--- src/rtl/irtx_pkg.sv ---
package irtx_pkg;
    typedef enum logic [1:0] {
        MOD_CONT     = 2'b00,
        MOD_SIX      = 2'b01,
        MOD_EIGHT    = 2'b10,
        MOD_CONT_ALT = 2'b11
    } mod_mode_e;

    typedef enum logic {
        ST_IDLE = 1'b0,
        ST_RUN  = 1'b1
    } tx_state_e;
endpackage

--- src/rtl/irtx_serializer.sv ---
module irtx_serializer
    import irtx_pkg::*;
#(
    parameter int DIV_W = 16
) (
    input  logic             clk,
    input  logic             rst_n,
    input  logic             fifo_empty_i,
    input  logic [7:0]       fifo_data_i,
    input  logic             eot_i,
    input  logic             tc_i,
    input  logic             rl_mode_i,
    input  logic [DIV_W-1:0] baud_div_i,
    input  logic             urun_clr_i,
    output logic             fifo_pop_o,
    output logic             bit_o,
    output logic             busy_o,
    output logic             underrun_o
);
    localparam int CNT_W = 7;

    typedef struct packed {
        tx_state_e        st;
        logic [7:0]       sh;
        logic             rl;
        logic [CNT_W-1:0] cnt;
        logic [DIV_W-1:0] baud;
        logic             last;
        logic             urun;
    } ser_t;

    ser_t q, d;
    logic [DIV_W-1:0] per_m1;
    logic bit_end, byte_end, load;

    always_comb begin
        per_m1   = (baud_div_i == '0) ? '0 : baud_div_i - 1'b1;
        bit_end  = (q.st == ST_RUN) && (q.baud == per_m1);
        byte_end = bit_end && (q.cnt == '0);
        load     = ((q.st == ST_IDLE) && !fifo_empty_i && !q.urun) ||
                   (byte_end && !q.last && !fifo_empty_i);

        d = q;
        if (urun_clr_i) d.urun = 1'b0;

        if (bit_end) begin
            d.baud = '0;
            if (q.cnt != '0) begin
                d.cnt = q.cnt - 1'b1;
                if (!q.rl) d.sh = q.sh >> 1;
            end
        end else if (q.st == ST_RUN) begin
            d.baud = q.baud + 1'b1;
        end

        if (byte_end) begin
            d.st = ST_IDLE;
            if (!q.last && fifo_empty_i) d.urun = 1'b1;
        end

        if (load) begin
            d.st   = ST_RUN;
            d.sh   = fifo_data_i;
            d.rl   = rl_mode_i;
            d.cnt  = rl_mode_i ? fifo_data_i[CNT_W-1:0] : CNT_W'(7);
            d.baud = '0;
            d.last = eot_i | tc_i;
        end
    end

    always_ff @(posedge clk or negedge rst_n) begin
        if (!rst_n) begin
            q <= '{st: ST_IDLE, sh: '0, rl: 1'b0, cnt: '0, baud: '0, last: 1'b0, urun: 1'b0};
        end else begin
            q <= d;
        end
    end

    assign fifo_pop_o = load;
    assign bit_o      = (q.st == ST_RUN) ? (q.rl ? q.sh[7] : q.sh[0]) : 1'b1;
    assign busy_o     = (q.st == ST_RUN);
    assign underrun_o = q.urun;
endmodule

--- src/rtl/irtx_carrier.sv ---
module irtx_carrier
    import irtx_pkg::*;
#(
    parameter int SC_W      = 8,
    parameter int MAX_BURST = 8
) (
    input  logic            clk,
    input  logic            rst_n,
    input  logic            bit_i,
    input  logic [1:0]      mode_i,
    input  logic [SC_W-1:0] sc_period_i,
    input  logic [SC_W-1:0] sc_high_i,
    output logic            led_o
);
    localparam int PC_W = $clog2(MAX_BURST + 1) + 1;
    localparam logic [PC_W-1:0] PC_MAX = '1;
    localparam logic [PC_W-1:0] LIM_SIX   = PC_W'(6);
    localparam logic [PC_W-1:0] LIM_EIGHT = PC_W'(8);

    typedef struct packed {
        logic [SC_W-1:0] sc;
        logic [PC_W-1:0] pc;
    } car_t;

    car_t q, d;
    logic [SC_W-1:0] per_eff, per_m1, hi_eff;
    logic [PC_W-1:0] limit;
    logic burst_ok;

    always_comb begin
        per_eff = (sc_period_i == '0) ? SC_W'(1) : sc_period_i;
        per_m1  = per_eff - 1'b1;
        hi_eff  = (sc_high_i > per_eff) ? per_eff : sc_high_i;
        case (mod_mode_e'(mode_i))
            MOD_SIX:   limit = LIM_SIX;
            MOD_EIGHT: limit = LIM_EIGHT;
            default:   limit = '0;
        endcase
        burst_ok = (limit == '0) || (q.pc < limit);

        d = q;
        if (bit_i) begin
            d.sc = '0;
            d.pc = '0;
        end else if (q.sc == per_m1) begin
            d.sc = '0;
            if (q.pc != PC_MAX) d.pc = q.pc + 1'b1;
        end else begin
            d.sc = q.sc + 1'b1;
        end
    end

    always_ff @(posedge clk or negedge rst_n) begin
        if (!rst_n) begin
            q <= '0;
        end else begin
            q <= d;
        end
    end

    assign led_o = !bit_i && (q.sc < hi_eff) && burst_ok;
endmodule

--- src/rtl/irtx_mod.sv ---
module irtx_mod
    import irtx_pkg::*;
#(
    parameter int DIV_W = 16,
    parameter int SC_W  = 8
) (
    input  logic             clk,
    input  logic             rst_n,
    input  logic             fifo_empty_i,
    input  logic [7:0]       fifo_data_i,
    input  logic             eot_i,
    input  logic             tc_i,
    output logic             fifo_pop_o,
    input  logic             rl_mode_i,
    input  logic [DIV_W-1:0] baud_div_i,
    input  logic [1:0]       mod_mode_i,
    input  logic [SC_W-1:0]  sc_period_i,
    input  logic [SC_W-1:0]  sc_high_i,
    input  logic             urun_clr_i,
    output logic             led_o,
    output logic             busy_o,
    output logic             underrun_o
);
    logic ser_bit;

    irtx_serializer #(.DIV_W(DIV_W)) u_ser (
        .clk          (clk),
        .rst_n        (rst_n),
        .fifo_empty_i (fifo_empty_i),
        .fifo_data_i  (fifo_data_i),
        .eot_i        (eot_i),
        .tc_i         (tc_i),
        .rl_mode_i    (rl_mode_i),
        .baud_div_i   (baud_div_i),
        .urun_clr_i   (urun_clr_i),
        .fifo_pop_o   (fifo_pop_o),
        .bit_o        (ser_bit),
        .busy_o       (busy_o),
        .underrun_o   (underrun_o)
    );

    irtx_carrier #(.SC_W(SC_W), .MAX_BURST(8)) u_car (
        .clk         (clk),
        .rst_n       (rst_n),
        .bit_i       (ser_bit),
        .mode_i      (mod_mode_i),
        .sc_period_i (sc_period_i),
        .sc_high_i   (sc_high_i),
        .led_o       (led_o)
    );
endmodule

--- config.mk ---
export PLATFORM = sky130hd
export DESIGN_NAME = irtx_mod
export DESIGN_NICKNAME = d
export VERILOG_FILES = /design/src/rtl/irtx_pkg.sv /design/src/rtl/irtx_serializer.sv /design/src/rtl/irtx_carrier.sv /design/src/rtl/irtx_mod.sv
export SDC_FILE = /design/constraint.sdc
export NUM_CORES = 1
export LEC_CHECK = 0
export BUFFER_PORTS_ARGS = -buffer_cell sky130_fd_sc_hd__buf_2
export CAP_MARGIN = 20
export CORE_MARGIN = 4
export CORE_UTILIZATION = 50
export CTS_BUF_LIST = sky130_fd_sc_hd__clkbuf_8 sky130_fd_sc_hd__clkbuf_16
export DETAILED_ROUTE_END_ITERATION = 16
export PLACE_DENSITY = 0.7
export SLEW_MARGIN = 40
export SYNTH_ARGS = -nofsm -noshare
export SYNTH_HDL_FRONTEND = slang
export SYNTH_SLANG_ARGS = --single-unit
--- constraint.sdc ---
create_clock -name clk -period 3.7 [get_ports clk]
set_input_delay 0.185 -clock clk [delete_from_list [all_inputs] [get_ports clk]]
set_output_delay 0.185 -clock clk [all_outputs]
set_load 0.02 [all_outputs]
==> qor.yml, run 1 <==
max-vdd-ir-drop_mv: 0.223
crit_fanout: 6
power.clock.fraction_pct: 17.1
drc: 0
power.density_nw_per_um2: 396
clk_pin_slew_ns: 0.09
min_period_over_period_pct: 93.4
r2r-end: "u_ser.q[27]"
hold_depth: 2
start_util_pct: 52.5
synthTopCellsByArea: "dfrtp_1 29%, ha_1 7.9%, nor2_1 4.7%"
synth.most_common_cell: "nor2_1"
combPwrFrac_pct: 39.1
routabilityCongestion: 0.890
netlist.area_leader.share_pct: 29.0
ant_nets: 0
antenna_cells: 0
h-tree-depth: 2
cp_data_arrival_time_ns: 3.27
avgViaCountPerCell: 5.82
rr_worst_depth: 10
rrSetupSlack_ns: 0.78
p_int_mw: 1.15
cts_tree: "built"
fill_cells: 728
die_width_microns: 99.0
worstHoldStart: "urun_clr_i"
overflow: 0
synth_cells: 481
worstPathRequired_ns: 3.51
synth_seq_cells: 48
hold_class: "in2reg"
status: "finished clean"
cp-start-kind: "input pin"
clock_skew_ns: 0.00635
synth-edff-count: 0
worst_setup_path_end_kind: "output port"
cts_root_buf: "clkbuf_8"
timing.fmax_mhz: 289
portBuffers: 52
syn_area_sq_um: 4140
vias: 3743
max_cap_viol_count: 0
nets: 615
grt_max_degree: 49
p_leak_nw: 2.17
synth_nets: 556
cts_buffers: 5
die_h_microns: 99.0
grt_pass1_vias: 3613
swShare_pct: 37.9
final_cell_area_sq_um: 4670
yosys-top-cells-count: "52 x nor2_1, 48 x dfrtp_1, 33 x nand2_1, 30 x inv_1"
ff_latch_area_sq_um: 1200
drive_gt1_share_pct: 18.5
cts.sinks: 48
period_minus_slack_ns: 3.46
dieArea_sq_um: 9810
p_switching_uw: 702
worst_pin_slew_ns: 0.609
ios: 53
synth_ff_type: "dfrtp_1"
critPathKind: "in2out"
synth.avg_cell_area_sq_um: 8.61
gr-usage-all-layers_pct: 20.1
worstHoldEndpoint: "u_ser.underrun_o"
ys.warnings.count: 0
routed_wl_mm: 9.81
asyncSetResetFlopFracSynth_pct: 100
timing.rr.start: "u_ser.q[3]"
clock_latency_ns: 0.29
firstDrtPassIters: 4
coreArea_sq_um: 7890
dp_hpwl_mm: 7.63
first_iter_violations: 228
setup_viol: 0
relSlewSlack_pct: 59.4
multi_input_area_sq_um: 2760
ys_seq_area_share_pct: 29.0
finalHoldViolations: 0
syn2layout_area_growth_pct: 12.8
grt_pass1_wl_mm: 16.7
seqPwrFrac_pct: 43.8
ys_types: 70
antenna_found_initial: 0
avgRoutedWirePerCell_microns: 15.3
core.rowCount: 32
total_power_mw: 1.85
slew_violations: 0
synth_top_area_cell: "dfrtp_1"
cts_buffer_depth: 2
dpl_cell_area_sq_um: 4520
[cell type report]
type	instances	share of cell area (%)
Clock buffer	6	1.77
Clock inverter	2	0.161
Inverter	31	2.60
Multi-Input combinational cell	388	59.1
Sequential cell	48	25.7
Tap cell	102	2.73
Timing Repair Buffer	66	7.93
[logic make-up after synthesis]
| logic type | count (synthesis) | synth area share (%) |
|---|---|---|
| adder cells (fa/ha/maj) | 26 | 7.85 |
| AND/OR/NAND/NOR | 191 | 25.2 |
| AO/OA/AOI/OAI | 113 | 19.8 |
| flip-flops | 48 | 29.0 |
| XOR/XNOR | 44 | 9.66 |
| multiplexers | 14 | 3.41 |
| buffers and inverters | 45 | 5.04 |
[worst max-delay path, cell delays in order]
cell      delay [ns]
buf_2           0.14
nor4_4          0.30
a21o_1          0.17
ha_1            0.14
nor2b_1         0.04
o21a_1          0.16
o21a_1          0.17
o21ai_2         0.14
a21oi_1         0.08
o21ai_1         0.22
buf_4           0.19
nor2_1          0.04
a21oi_1         0.14
ha_1            0.26
and4_1          0.23
a211oi_2        0.20
o211ai_1        0.14
a31oi_2         0.15
buf_4           0.16
[flip-flops by register name, indices dropped and copies added (netlist names)]
register	count
u_ser.busy_o	1
u_ser.underrun_o	1
u_car.q	13
u_ser.q	33
[layer usage]
layer	wire, microns	share of wire [%]	global-route usage, %	vias to the layer above
met2	4720	48	34.5	71
met3	358	3.7	2.19	14
met5	0	0	0	-
li1	-	-	-	1861
met1	4580	47	27.0	1797
met4	151	1.5	4.94	0
[power groups by stage]
stage	registers (mW)	clock network [mW]	logic, mW
after floorplan	0.760	0	0.550
after global placement	0.811	0	0.678
after detailed placement	0.812	0	0.705
after CTS	0.806	0.323	0.710
after global routing	0.832	0.350	0.815
final	0.810	0.316	0.724
[cells in the final DEF, fill, tap and decap left out, types with 5 or more instances in the layout]
master	instances
mux2i_1	13
o21ai_0	23
dfrtp_1	48
nor2_1	52
ha_1	26
buf_4	14
xnor2_1	21
a21o_1	5
nand4_1	7
nor3b_1	6
clkbuf_8	6
buf_2	51
a2bb2oi_1	8
and3_1	14
nor3_1	11
nand3_1	20
nand2_1	33
or2_2	8
xor2_1	22
inv_1	32
nand2b_1	5
a21oi_1	19
nor2b_1	5
o21ai_1	5
[per-stage QoR]
stage          TNS [ns]  util [%]  instances  setup slack [ns]  hold WS (ns)
5_1_grt        -0.00864      59.2        643          -0.00864        0.0819
3_3_place_gp          0      57.3        630             0.192         0.385
6_report              0      59.2        643             0.245        0.0927
2_1_floorplan         0         -        481            0.0481        -0.111
3_5_place_dp    -0.0265      57.3        630           -0.0265         0.240
4_1_cts               0      58.6        639            0.0182        0.0839
[worst max path at each step]
stage | start | endpoint
after detailed placement | sc_period_i[3] | led_o
after global routing | sc_period_i[3] | led_o
final | sc_period_i[3] | led_o
after CTS | sc_period_i[3] | led_o
after global placement | sc_period_i[3] | led_o
after floorplan | sc_period_i[3] | led_o
[timing repair]
item                                    CTS  global route
gates cloned                              0             1
buffers inserted                          0             3
hold buffers                              1             0
pin swaps                                 0             3
resized for setup                         1             8
hold endpoints to repair                 48             0
endpoints found under the setup margin    1             1
Power figures use the tool's default switching activity.
==> run 2: changes to the inputs <==
--- a/config.mk
+++ b/config.mk
@@ -15,4 +15,5 @@
 export SLEW_MARGIN = 40
 export SYNTH_ARGS = -nofsm -noshare
 export SYNTH_HDL_FRONTEND = slang
+export SYNTH_HIERARCHICAL = 1
 export SYNTH_SLANG_ARGS = --single-unit
==> run 2 against run 1 <==
- sequential power down 6.5%
- combinational power down 23%
- clock power up 47%
- synthesized area up 2.1%
- routed wire length up 11%
- first-iteration DRC count up 24%
- register-to-register slack worse by 0.35 ns
- worst hold slack better by 0.013 ns
- flip-flop and latch count unchanged
- design area up 3.1%
- die area up 1.9%
- largest power group unchanged
==> qor.yml, run 2 <==
yosys-top-cells-count: "48 x dfrtp_1, 35 x nor2_1, 33 x nand2_1, 29 x inv_1, 26 x ha_1"
largest_reg_flops: 33  # unchanged
syn2layout_area_growth_pct: 13.9
synthTopCellsByArea: "dfrtp_1 28%, ha_1 7.7%, mux2i_1 4.0%"
start_util_pct: 51.5  # -1.0 points
p_int_mw: 1.13  # -1.5%
path_cells: "buf_2 > inv_1 > ha_1 > or4b_4 > o41ai_1 > o311ai_0 > a221oi_1 > nand4b_1 > nor2_1 > nand4_2 > nand2_1 > buf_4 > buf_2"
dp.cells: 646  # +2.5%
synth.most_common_cell: "dfrtp_1"
ys_seq_area_share_pct: 28.4  # -0.60 points
whs_ns: 0.105  # +0.0125 ns
avgViaCountPerCell: 6.11  # +4.9%
cp_data_arrival_time_ns: 3.25  # -0.02 ns
critPathSlowestCell: "or4b_4"
synth_nets: 569  # +2.3%
cts_buffer_depth: 2  # unchanged
min_period_over_period_pct: 92.8  # -0.62 points
coreArea_sq_um: 8220  # +4.2%
vias: 4007  # +7.1%
finalHoldViolations: 0  # unchanged
crit_family: "simple AND/OR/NAND/NOR gates"
layout_commonest_cell: "buf_2"
cts.sinks: 48  # unchanged
final_cell_mix: "51 x buf_2, 48 x dfrtp_1, 35 x nor2_1, 33 x nand2_1, 29 x inv_1"
overflow: 0  # unchanged
grt_pass1_wl_mm: 18.6  # +11%
synth_top_area_cell: "dfrtp_1"
crit_top_cell: "buf_2"
rr_worst_depth: 10  # unchanged
dp_hpwl_mm: 8.58  # +13%
routabilityCongestion: 0.930  # +4.5%
reg_top3: "u_ser/q x33, u_car/q x13"
grt_pass1_vias: 3857  # +6.8%
hold_class: "in2reg"
power.density_nw_per_um2: 369  # -6.8%
status: "finished clean"
netlist.area_leader.share_pct: 28.4  # -0.60 points
instances_no_fill: 656  # +2.0%
ys.warnings.count: 6  # +6
hold_depth: 2  # unchanged
antenna_cells: 0  # unchanged
h-tree-depth: 2  # unchanged
drc: 0  # unchanged
synth-edff-count: 0  # unchanged
ys_types: 77  # +10%
cts_tree: "built"
fill_cells: 767  # +5.4%
drive_gt1_share_pct: 18.3  # -0.15 points
period_minus_slack_ns: 3.43  # -0.0230 ns
clk_pin_slew_ns: 0.10  # about the same
multi_input_area_sq_um: 2860  # +3.4%
seqPwrFrac_pct: 42.5  # -1.3 points
synth_cells: 494  # +2.7%
die_width_microns: 100  # +0.96%
antenna_found_initial: 0  # unchanged
max_stage_delay_ns: 0.57  # +0.27 ns
clock_latency_ns: 0.31  # +0.02 ns
ff_latch_area_sq_um: 1200  # unchanged
p_switching_uw: 647  # -7.7%
total_power_mw: 1.78  # -3.9%
grt_max_degree: 40  # -18%
avgRoutedWirePerCell_microns: 16.5  # +8.4%
max_cap_viol_count: 0  # unchanged
worstPathRequired_ns: 3.51  # about the same
largest-register: "u_ser/q"
asyncSetResetFlopFracSynth_pct: 100  # unchanged
syn_area_sq_um: 4230  # +2.1%
crit_buf_inv: 4  # +1
ant_nets: 0  # unchanged
relSlewSlack_pct: 61.8  # +2.4 points
setup_viol: 0  # unchanged
firstDrtPassIters: 5  # +1
setup_ws_ns: 0.267  # +0.0230 ns
core.rowCount: 33  # +3.1%
worst_setup_path_end_kind: "output port"
first_iter_violations: 282  # +24%
dp_slack_ns: -0.263  # -0.236 ns
combPwrFrac_pct: 31.5  # -7.6 points
timing.fmax_mhz: 291  # +0.67%
dieArea_sq_um: 10000  # +1.9%
synth.avg_cell_area_sq_um: 8.56  # -0.57%
setup_tns_ns: 0  # unchanged
crit_fanout: 14  # +8
clock_skew_ns: 0.00958  # +0.00323 ns
cts_buffers: 5  # unchanged
cp_num_cells: 13  # -6
synth_ff_type: "dfrtp_1"
synth_seq_cells: 48  # unchanged
worst_pin_slew_ns: 0.559  # -0.0498 ns
grt_setup_unrepaired: "false"
routed_wl_mm: 10.8  # +11%
max-vdd-ir-drop_mv: 0.208  # -6.8%
cp-start-kind: "input pin"
ios: 53  # unchanged
gr-usage-all-layers_pct: 22.7  # +2.6 points
cts_root_buf: "clkbuf_8"
die_h_microns: 100  # +0.96%
critPathKind: "in2out"
slew_violations: 0  # unchanged
p_leak_nw: 2.16  # -0.33%
swShare_pct: 36.4  # -1.5 points
portBuffers: 52  # unchanged
nets: 625  # +1.6%
power.clock.fraction_pct: 26.0  # +8.9 points
## run 2: cell types whose count changed after synthesis, moves of 5 or more
cell	delta
a31oi_1	+6
nor2b_1	+5
a2bb2oi_1	-7
o21ai_0	-8
nor3b_1	-5
buf_2	+5
nor2_1	-17
or2_2	-7
or4_1	+7
xor2_1	-6
o31ai_1	+5
a21o_1	+6
## run 2: cells by family after synthesis
group,after synthesis,share of synthesized area [%]
simple gates,194,26.4
compound gates,123,20.8
buf+inv,48,4.61
flops,48,28.4
xor+xnor,34,7.04
fa+ha+maj,26,7.69
mux,21,5.09
## run 2: worst register-to-register path, delay by kind of cell, from the launching register on
kind | cells | cell delay (ns)
and+or+nand+nor | 5 | 1.32
buffers and inverters | 1 | 0.28
DFF | 1 | 0.54
AOI/OAI and AO/OA | 4 | 1.03
## run 2: stage by stage
step	util (%)	instance area, sq um
2_1_floorplan	-	4230
3_3_place_gp	56.5	4640
3_5_place_dp	56.5	4640
4_1_cts	58.3	4790
5_1_grt	58.7	4820
6_report	58.7	4820
## run 2: repair_timing
| action | in CTS | in global routing |
|---|---|---|
| setup endpoints to repair | 1 | 6 |
| pin swaps | 0 | 1 |
| setup buffers | 0 | 1 |
| hold buffers | 1 | 0 |
| gates resized for setup | 1 | 5 |
| hold endpoints to repair | 9 | 0 |
## run 2: final timing paths
check	start	end	slack (ns)
max	baud_div_i[0]	fifo_pop_o	0.27
min	fifo_data_i[7]	u_ser/q[33]	0.11
max reg2reg	u_ser/busy_o	u_ser/q[11]	0.43
min reg2reg	u_ser/q[23]	u_ser/q[23]	0.53
max in group asynchronous	rst_n	u_ser/q[1]	2.69
min in group asynchronous	rst_n	u_car/q[3]	0.25
## run 2: per-layer routing
layer	GRT usage [%]	wire, microns
met1	33.0	5240
met5	0	0
met4	4.35	87
met3	2.85	461
met2	36.8	5060
## run 2: power groups by stage
stage               registers, mW  clock network [mW]  logic [mW]
global route                0.776               0.497       0.633
detailed placement          0.764                   0       0.544
global placement            0.760                   0       0.525
finish                      0.757               0.463       0.560
floorplan                   0.686                   0       0.433
CTS                         0.754               0.472       0.549
## run 2: area by class of cell
| cell class | instances | share of cell area [%] |
|---|---|---|
| flip-flops and latches | 48 | 24.9 |
| multi-input cells | 398 | 59.2 |
| clock inverters | 3 | 1.43 |
| well taps | 105 | 2.73 |
| repair buffers | 68 | 8.00 |
| inverters | 29 | 2.26 |
| clock buffers | 5 | 1.43 |
==> run 3: changes to the inputs <==
--- a/config.mk
+++ b/config.mk
@@ -5,13 +5,14 @@
 export SDC_FILE = /design/constraint.sdc
 export NUM_CORES = 1
 export LEC_CHECK = 0
+export ABC_AREA = 1
 export BUFFER_PORTS_ARGS = -buffer_cell sky130_fd_sc_hd__buf_2
 export CAP_MARGIN = 20
 export CORE_MARGIN = 4
 export CORE_UTILIZATION = 50
 export CTS_BUF_LIST = sky130_fd_sc_hd__clkbuf_8 sky130_fd_sc_hd__clkbuf_16
 export DETAILED_ROUTE_END_ITERATION = 16
-export PLACE_DENSITY = 0.7
+export PLACE_DENSITY = 0.81
 export SLEW_MARGIN = 40
 export SYNTH_ARGS = -nofsm -noshare
 export SYNTH_HDL_FRONTEND = slang
==> run 3 against run 2 <==
- largest power group unchanged
- setup slack better by 0.15 ns
- sequential share of layout area decreased by 0.88 points
- non-clock buffer count is 14 lower
==> qor.yml, run 3 <==
status: "finished clean"
h-tree-depth: 2  # unchanged
total_power_mw: 1.74  # -2.0%
yosys-top-cells-count: "192 x nand2_1, 86 x nand3_1, 85 x inv_1, 74 x nor2_1, 48 x dfrtp_1"
portBuffers: 52  # unchanged
ys_types: 40  # -48%
worst_pin_slew_ns: 0.644  # +0.0848 ns
ys_seq_area_share_pct: 25.9  # -2.5 points
antenna_cells: 0  # unchanged
min_period_over_period_pct: 88.8  # -4.0 points
synth_cells: 712  # +44%
cts_buffers: 5  # unchanged
clock_latency_ns: 0.31  # about the same
synth-edff-count: 0  # unchanged
cp-start-kind: "input pin"
synth.avg_cell_area_sq_um: 6.51  # -24%
clock_skew_ns: 0.0117  # +0.00211 ns
utilization_pct: 56.5  # -2.2 points
grt-busiest-layer: "met2"
core.rowCount: 34  # +3.0%
post_cts_resized: 0  # -1
cts_root_buf: "clkbuf_8"
max_cap_viol_count: 0  # unchanged
ys.warnings.count: 6  # unchanged
timing.fmax_mhz: 304  # +4.5%
die_h_microns: 104  # +4.3%
synth_ff_type: "dfrtp_1"
gr-usage-all-layers_pct: 20.5  # -2.2 points
hold_class: "in2reg"
antenna_found_initial: 0  # unchanged
cp_data_arrival_time_ns: 3.10  # -0.15 ns
gr-usage-met2_pct: 35.3  # -1.5 points
crit_fanout: 63  # +49
synth_nets: 787  # +38%
synth_top_area_cell: "dfrtp_1"
avgViaCountPerCell: 5.48  # -10%
synthTopCellsByArea: "dfrtp_1 26%, nand2_1 16%, nand3_1 9.3%"
p_int_mw: 1.02  # -10%
routabilityCongestion: 0.925  # -0.58%
routed_wl_mm: 11.3  # +4.0%
overflow: 0  # unchanged
power.clock.fraction_pct: 18.2  # -7.8 points
synth.most_common_cell: "nand2_1"
firstDrtPassIters: 6  # +1
start_util_pct: 52.3  # +0.86 points
combPwrFrac_pct: 39.8  # +8.3 points
ios: 53  # unchanged
dieArea_sq_um: 10900  # +8.7%
final_cell_mix: "192 x nand2_1, 86 x nand3_1, 85 x inv_1, 74 x nor2_1, 51 x buf_2"
cts.sinks: 48  # unchanged
netlist.area_leader.share_pct: 25.9  # -2.5 points
synth_fa_ha_area_share_pct: 7.02  # -0.67 points
slew_violations: 0  # unchanged
cts_buffer_depth: 2  # unchanged
cts_tree: "built"
seqPwrFrac_pct: 42.0  # -0.5 points
dp_slack_ns: 0.473  # +0.736 ns
grt_setup_unrepaired: "false"
worstPathRequired_ns: 3.51  # about the same
finalHoldViolations: 0  # unchanged
max-vdd-ir-drop_mv: 0.178  # -14%
setup_ws_ns: 0.414  # +0.147 ns
p_switching_uw: 725  # +12%
setup_tns_ns: 0  # unchanged
reg_top3: "u_ser/q x33, u_car/q x13"
relSlewSlack_pct: 57.0  # -4.8 points
critPathKind: "in2out"
largest-register: "u_ser/q"
clk_pin_slew_ns: 0.10  # about the same
synth_top_family_by_area: "simple AND/OR/NAND/NOR gates"
nets: 824  # +32%
power.density_nw_per_um2: 349  # -5.5%
drc: 0  # unchanged
layout_commonest_cell: "nand2_1"
use_met1_pct: 27.5  # -5.5 points
die_width_microns: 104  # +4.3%
p_leak_nw: 2.73  # +26%
grt_pass1_wl_mm: 19.1  # +2.3%
worst_setup_path_end_kind: "output port"
syn2layout_area_growth_pct: 7.86
vias: 4699  # +17%
synth_seq_cells: 48  # unchanged
yosys.area_share.xor_xnor_pct: 6.94  # -0.097 points
asyncSetResetFlopFracSynth_pct: 100  # unchanged
period_minus_slack_ns: 3.29  # -0.147 ns
largest_reg_flops: 33  # unchanged
ant_nets: 0  # unchanged
coreArea_sq_um: 8850  # +7.7%
synth-simple-area-share_pct: 42.8  # +16 points
cts_setup_buffers: 0  # unchanged
synth_compound_area_share_pct: 6.81  # -14 points
setup_viol: 0  # unchanged
grt_pass1_vias: 4265  # +11%
synth_mux_area_share_pct: 0  # -5.1 points
syn_area_sq_um: 4630  # +9.5%
swShare_pct: 41.6  # +5.2 points
drive_gt1_share_pct: 12.7  # -5.7 points
avgRoutedWirePerCell_microns: 13.1  # -21%
grtUsageMet3_pct: 2.55  # -0.30 points
grt_max_degree: 64  # +60%
first_iter_violations: 385  # +37%
dp_hpwl_mm: 8.64  # +0.64%
run 3: cell count changes after synthesis, moves of 13 or more:
cell | before | now
nand2_1 | 33 | 192
nand3_1 | 22 | 86
inv_1 | 29 | 85
nor2_1 | 35 | 74
nand4_1 | 10 | 36
mux2i_1 | 17 | 0
xnor2_1 | 18 | 5
run 3: timing repair:
| item | 4_1_cts | 5_1_grt |
|---|---|---|
| endpoints found under the hold margin | 48 | 0 |
| endpoints found under the setup margin | 0 | 0 |
| hold buffers | 1 | 0 |
run 3: logic make-up after synthesis:
logic type | Yosys count
and+or+nand+nor | 436
buffers and inverters | 116
AOI/OAI and AO/OA | 51
DFF | 48
xor gates and xnor gates | 35
adders and majority gates | 26
run 3: worst max-delay path: stages:
cell,delay [ns]
buf_2,0.09
inv_1,0.14
ha_1,0.25
nand2_2,0.11
nor2_2,0.16
nand2_4,0.19
nand3_1,0.14
nand2_1,0.06
nor2_1,0.14
nand2_1,0.07
nor2_1,0.08
nand2_1,0.05
nor2_1,0.13
nand4_1,0.18
nand2_2,0.27
nand2_4,0.40
inv_1,0.23
buf_2,0.19
run 3: layer usage:
metal	up-vias	part of all wire (%)
li1	2385	-
met1	2140	46
met2	158	47
met3	16	5.6
met4	0	1.3
met5	-	0
run 3: path summary, 6_finish.rpt:
check | depth (start not counted) | start | slack, ns | endpoint
max | 18 | baud_div_i[0] | 0.41 | fifo_pop_o
min | 2 | urun_clr_i | 0.07 | u_ser/underrun_o
min in group asynchronous | 2 | rst_n | 0.43 | u_ser/q[23]
max reg2reg | 7 | u_ser/busy_o | 0.87 | u_ser/q[30]
min reg2reg | 2 | u_ser/q[27] | 0.54 | u_ser/q[27]
max in group asynchronous | 2 | rst_n | 2.85 | u_car/q[2]
run 3: cell type report:
cell class                 count  area (sq um)
tap                          108           135
fill                         878          3850
multi-input combinational    548          2950
clock buffer                   5          68.8
sequential                    48          1200
inverter                      92           345
timing repair buffer          54           280
clock inverter                 3          18.8
run 3: power by group through the flow:
stage	combinational [mW]	sequential, mW	clock [mW]
5_1_grt	0.801	0.748	0.348
3_5_place_dp	0.686	0.739	0
3_3_place_gp	0.660	0.735	0
6_report	0.694	0.733	0.317
2_1_floorplan	0.558	0.680	0
4_1_cts	0.690	0.728	0.330
run 3: per-stage QoR:
stage,cells,area [sq um],hold slack (ns)
finish,858,5000,0.0660
global route,858,5000,0.0579
CTS,858,5000,0.0537
detailed placement,849,4900,0.251
global placement,849,4900,0.389
floorplan,712,4630,-0.111
